[src/rtl/s2p_pkg.sv]
package s2p_pkg;
  typedef enum logic {
    ST_IDLE = 1'b0,
    ST_CAPT = 1'b1
  } s2p_state_e;
endpackage

[src/rtl/s2p_ctrl.sv]
module s2p_ctrl
  import s2p_pkg::*;
(
  input  logic       clk,
  input  logic       rst,
  input  logic       start_i,
  input  logic       last_i,
  output s2p_state_e state_o,
  output logic       capt_o,
  output logic       done_o
);
  s2p_state_e state_q, state_d;

  always_comb begin
    state_d = ST_IDLE;
    if ((state_q == ST_IDLE && start_i) || (state_q == ST_CAPT && !last_i))
      state_d = ST_CAPT;
  end

  always_ff @(posedge clk) begin
    if (rst) state_q <= ST_IDLE;
    else     state_q <= state_d;
  end

  assign state_o = state_q;
  assign capt_o  = (state_q == ST_CAPT);
  assign done_o  = (state_q == ST_IDLE);

  AST_START_OPENS: assert property (@(posedge clk) disable iff (rst)
    (state_q == ST_IDLE && start_i) |=> (state_q == ST_CAPT));
  AST_LAST_CLOSES: assert property (@(posedge clk) disable iff (rst)
    (state_q == ST_CAPT && last_i) |=> (state_q == ST_IDLE));
  AST_CAPT_PERSISTS: assert property (@(posedge clk) disable iff (rst)
    (state_q == ST_CAPT && !last_i) |=> (state_q == ST_CAPT));
  AST_IDLE_STAYS: assert property (@(posedge clk) disable iff (rst)
    (state_q == ST_IDLE && !start_i) |=> (state_q == ST_IDLE));
endmodule

[src/rtl/s2p_bitcnt.sv]
module s2p_bitcnt #(
  parameter int WORD_W = 4,
  localparam int CNT_W = (WORD_W > 2) ? $clog2(WORD_W) : 1
) (
  input  logic             clk,
  input  logic             rst,
  input  logic             clr_i,
  input  logic             inc_i,
  output logic [CNT_W-1:0] cnt_o,
  output logic             last_o
);
  localparam logic [CNT_W-1:0] LAST = CNT_W'(WORD_W - 1);

  logic [CNT_W-1:0] cnt_q;

  always_ff @(posedge clk) begin
    if (rst || clr_i)  cnt_q <= '0;
    else if (inc_i)    cnt_q <= (cnt_q == LAST) ? '0 : cnt_q + CNT_W'(1);
  end

  assign cnt_o  = cnt_q;
  assign last_o = (cnt_q == LAST);

  AST_CLR_ZERO: assert property (@(posedge clk) disable iff (rst)
    clr_i |=> (cnt_q == '0));
  AST_CNT_HOLD: assert property (@(posedge clk) disable iff (rst)
    (!clr_i && !inc_i) |=> $stable(cnt_q));
  AST_CNT_STEP: assert property (@(posedge clk) disable iff (rst)
    (!clr_i && inc_i && cnt_q != LAST) |=> (cnt_q == $past(cnt_q) + CNT_W'(1)));
endmodule

[src/rtl/s2p_shreg.sv]
module s2p_shreg #(
  parameter int WORD_W = 4
) (
  input  logic              clk,
  input  logic              rst,
  input  logic              en_i,
  input  logic              bit_i,
  output logic [WORD_W-1:0] q_o
);
  logic [WORD_W-1:0] q_q;

  always_ff @(posedge clk) begin
    if (rst)       q_q <= '0;
    else if (en_i) q_q <= {q_q[WORD_W-2:0], bit_i};
  end

  assign q_o = q_q;

  AST_SR_HOLD: assert property (@(posedge clk) disable iff (rst)
    !en_i |=> $stable(q_q));
  AST_SR_ENTRY: assert property (@(posedge clk) disable iff (rst)
    en_i |=> (q_q[0] == $past(bit_i)));
  AST_SR_MOVE: assert property (@(posedge clk) disable iff (rst)
    en_i |=> (q_q[WORD_W-1:1] == $past(q_q[WORD_W-2:0])));
endmodule

[src/rtl/s2p_conv.sv]
module s2p_conv
  import s2p_pkg::*;
#(
  parameter int WORD_W = 4
) (
  input  logic              clk,
  input  logic              rst,
  input  logic              start_i,
  input  logic              ser_i,
  output logic [WORD_W-1:0] word_o,
  output logic              done_o
);
  localparam int CNT_W = (WORD_W > 2) ? $clog2(WORD_W) : 1;

  s2p_state_e       state;
  logic             capt;
  logic             last;
  logic [CNT_W-1:0] cnt;

  s2p_ctrl u_ctrl (
    .clk     (clk),
    .rst     (rst),
    .start_i (start_i),
    .last_i  (last),
    .state_o (state),
    .capt_o  (capt),
    .done_o  (done_o)
  );

  s2p_bitcnt #(.WORD_W(WORD_W)) u_cnt (
    .clk    (clk),
    .rst    (rst),
    .clr_i  (start_i),
    .inc_i  (capt),
    .cnt_o  (cnt),
    .last_o (last)
  );

  s2p_shreg #(.WORD_W(WORD_W)) u_sr (
    .clk   (clk),
    .rst   (rst),
    .en_i  (capt),
    .bit_i (ser_i),
    .q_o   (word_o)
  );

  AST_IDLE_CNT_ZERO: assert property (@(posedge clk) disable iff (rst)
    (state == ST_IDLE) |-> (cnt == '0));
  AST_DONE_RISE_WORD: assert property (@(posedge clk) disable iff (rst)
    $rose(done_o) |-> $past(capt));
endmodule

[config.mk]
export PLATFORM = sky130hd
export DESIGN_NAME = s2p_conv
export DESIGN_NICKNAME = d
export VERILOG_FILES = /design/src/rtl/s2p_pkg.sv /design/src/rtl/s2p_ctrl.sv /design/src/rtl/s2p_bitcnt.sv /design/src/rtl/s2p_shreg.sv /design/src/rtl/s2p_conv.sv
export SDC_FILE = /design/constraint.sdc
export NUM_CORES = 1
export LEC_CHECK = 0
export BUFFER_PORTS_ARGS = -buffer_cell sky130_fd_sc_hd__clkbuf_2
export CAP_MARGIN = 25
export CORE_AREA = 4 4 41 43
export CTS_CLUSTER_SIZE = 10
export DETAILED_ROUTE_END_ITERATION = 6
export DIE_AREA = 0 0 45 47
export PLACE_DENSITY = 0.47
export RECOVER_POWER = 50
export SYNTH_ARGS = -nofsm -noshare
export SYNTH_HDL_FRONTEND = slang
export SYNTH_HIERARCHICAL = 1
export SYNTH_SLANG_ARGS = --single-unit
[constraint.sdc]
create_clock -name clk -period 1.13 [get_ports clk]
set_clock_uncertainty 0.1 [all_clocks]
set_input_delay 0.1695 -clock clk [delete_from_list [all_inputs] [get_ports clk]]
set_output_delay 0.1695 -clock clk [all_outputs]
set_load 0.01 [all_outputs]
==> flow_summary.json <==
{
  "critPathTopFamily": "simple AND/OR/NAND/NOR gates",
  "max_stage_delay_ns": 0.36,
  "power.density_cell_area_mw_per_mm2": 1400,
  "design_power_total_mw": 0.530,
  "synth_nets": 30,
  "setup_ws_ns": -0.0894,
  "grt_pass1_wl_um": 765,
  "path_clk_slew_ns": 0.05,
  "grt_max_degree": 8,
  "clock-root-buffer": "clkbuf_4",
  "antenna_found_initial": 0,
  "path_buf_inv": 0,
  "layout_min_cycle_time_ns": 1.22,
  "hp-class": "input pin to flop",
  "core_mm2": 0.00130,
  "die_h_um": 47,
  "status": "finished with violations",
  "hold_viol": 0,
  "worstHoldPathCells": 2,
  "gp_congestion": 0.720,
  "drc_errors": 0,
  "synthToLayoutAreaGrowth_pct": 39.8,
  "avgSynthCellArea_um2": 10.8,
  "antennaDiodeCount": 0,
  "setup_tns_ns": -0.0894,
  "max_freq_mhz": 820,
  "rr_startpoint": "u_cnt/cnt_o[0]",
  "cp_max_fo": 3,
  "clockBufferDepth": 2,
  "io_buffers": 8,
  "yosys_warnings": 6,
  "violations": "negative setup slack",
  "ctsHtreeMaxLevel": 1,
  "dpl_cell_area_um2": 332,
  "r2r_setup_slack_ns": -0.09,
  "fillCellCount": 138,
  "grt_pass1_vias": 176,
  "hold_path_end": "u_cnt/cnt_o[0]",
  "drt_iter0_drc": 1,
  "critPathLaunchType": "flop",
  "crit_slowest_cell": "or3b_1",
  "grt_overflow_total": 0,
  "crit_chain": "ha_4 -> or3b_1 -> a211oi_2",
  "antenna_left": 0,
  "max-cap-violations": 0,
  "relSlewSlack_pct": 88.5,
  "design_area_um2": 378,
  "hp-start": "start_i",
  "grt_usage_pct": 5.54,
  "cts_tree": "built",
  "cp.arrival_ns": 1.27,
  "rows": 13,
  "critical_path_required_ns": 1.18,
  "numCtsBuffers": 3,
  "finalCritPeriodShare_pct": 108,
  "initial_core_util_pct": 20.8,
  "p_leak_nw": 0.154,
  "r2r-end": "u_cnt/cnt_o[0]",
  "netlist_area_um2": 270,
  "wl_um": 479,
  "num_io_pins": 9,
  "slew_viol_final": 0,
  "nNetsFinal": 44,
  "num_vias": 207,
  "clock_sinks": 7,
  "cp-end-kind": "flop",
  "final-setup-viol-count": 1,
  "drive_gt1_share_pct": 31.6,
  "syn_inst": 25,
  "rr_worst_depth": 3,
  "path_class": "flop to flop",
  "via_per_inst": 3.91,
  "wl_per_cell_um": 9.04,
  "rsz0062_at_grt": "yes",
  "fin_util_pct": 29.0,
  "ir_drop_mv": 0.504,
  "drt_first_pass_iters": 2,
  "place_ws_ns": -0.126,
  "tightest_slew_ns": 0.171,
  "die_area_mm2": 0.00212,
  "clk_latency_ns": 0.24,
  "chipWidth_um": 45,
  "hold_buffers": 0
}
report_power, final:
part	internal (mW)	leakage, nW	total (mW)	switching (mW)
sequential	0.256	0.0575	0.262	0.00613
clock	0.134	0.0150	0.214	0.0799
combinational	0.0282	0.0815	0.0543	0.0261
total	0.418	0.154	0.530	0.112
how the worst max path moves through the flow:
stage | from | endpoint | cells after the start
floorplan | u_cnt/cnt_o[0] | u_cnt/cnt_o[0] | 3
global placement | u_cnt/cnt_o[0] | u_cnt/cnt_o[0] | 3
detailed placement | u_cnt/cnt_o[0] | u_cnt/cnt_o[0] | 3
CTS | u_cnt/cnt_o[0] | u_cnt/cnt_o[0] | 3
global route | u_cnt/cnt_o[0] | u_cnt/cnt_o[0] | 3
finish | u_cnt/cnt_o[0] | u_cnt/cnt_o[0] | 3
state kept, by name, summed over array words and instances, names as in the netlist:
register and flops:
u_cnt/cnt_o 2, u_sr/q_o 4, u_ctrl/capt_o 1
metal layers:
metal / up-vias / routed length (um) / GRT usage, % / part of all wire [%]
met5: - / 0 / 0 / 0
met4: 0 / 0 / 5.26 / 0
met3: 0 / 17 / 3.45 / 3.5
met2: 1 / 261 / 7.91 / 54
met1: 95 / 200 / 5.49 / 42
li1: 111 / - / - / -
what timing repair did:
item,4_1_cts,5_1_grt
resized for setup,3,1
setup buffers,1,0
setup endpoints to repair,2,1
final cells by class:
type	count	area, um2	area share [%]
multi-input cells	16	134	35.4
well taps	15	18.8	4.97
clock buffers	4	26.3	6.95
repair buffers	10	53.8	14.2
flip-flops and latches	7	141	37.4
inverters	1	3.75	0.993
cell usage in the layout, fill, tap and decap left out:
master / n
buf_6: 1
mux2i_1: 5
ha_4: 1
nand2b_1: 1
nor3_1: 1
clkbuf_2: 4
clkbuf_1: 5
clkbuf_4: 4
dfxtp_1: 6
or3b_1: 1
dfxtp_2: 1
nor2_1: 5
a211oi_2: 1
a211oi_1: 1
inv_1: 1
through the flow:
step / hold WS (ns) / cells
final: 0.0307 / 53
after global routing: 0.0425 / 53
after CTS: 0.0264 / 53
after detailed placement: 0.291 / 48
after global placement: 0.277 / 48
after floorplan: 0.134 / 25
Power figures use the tool's default switching activity.
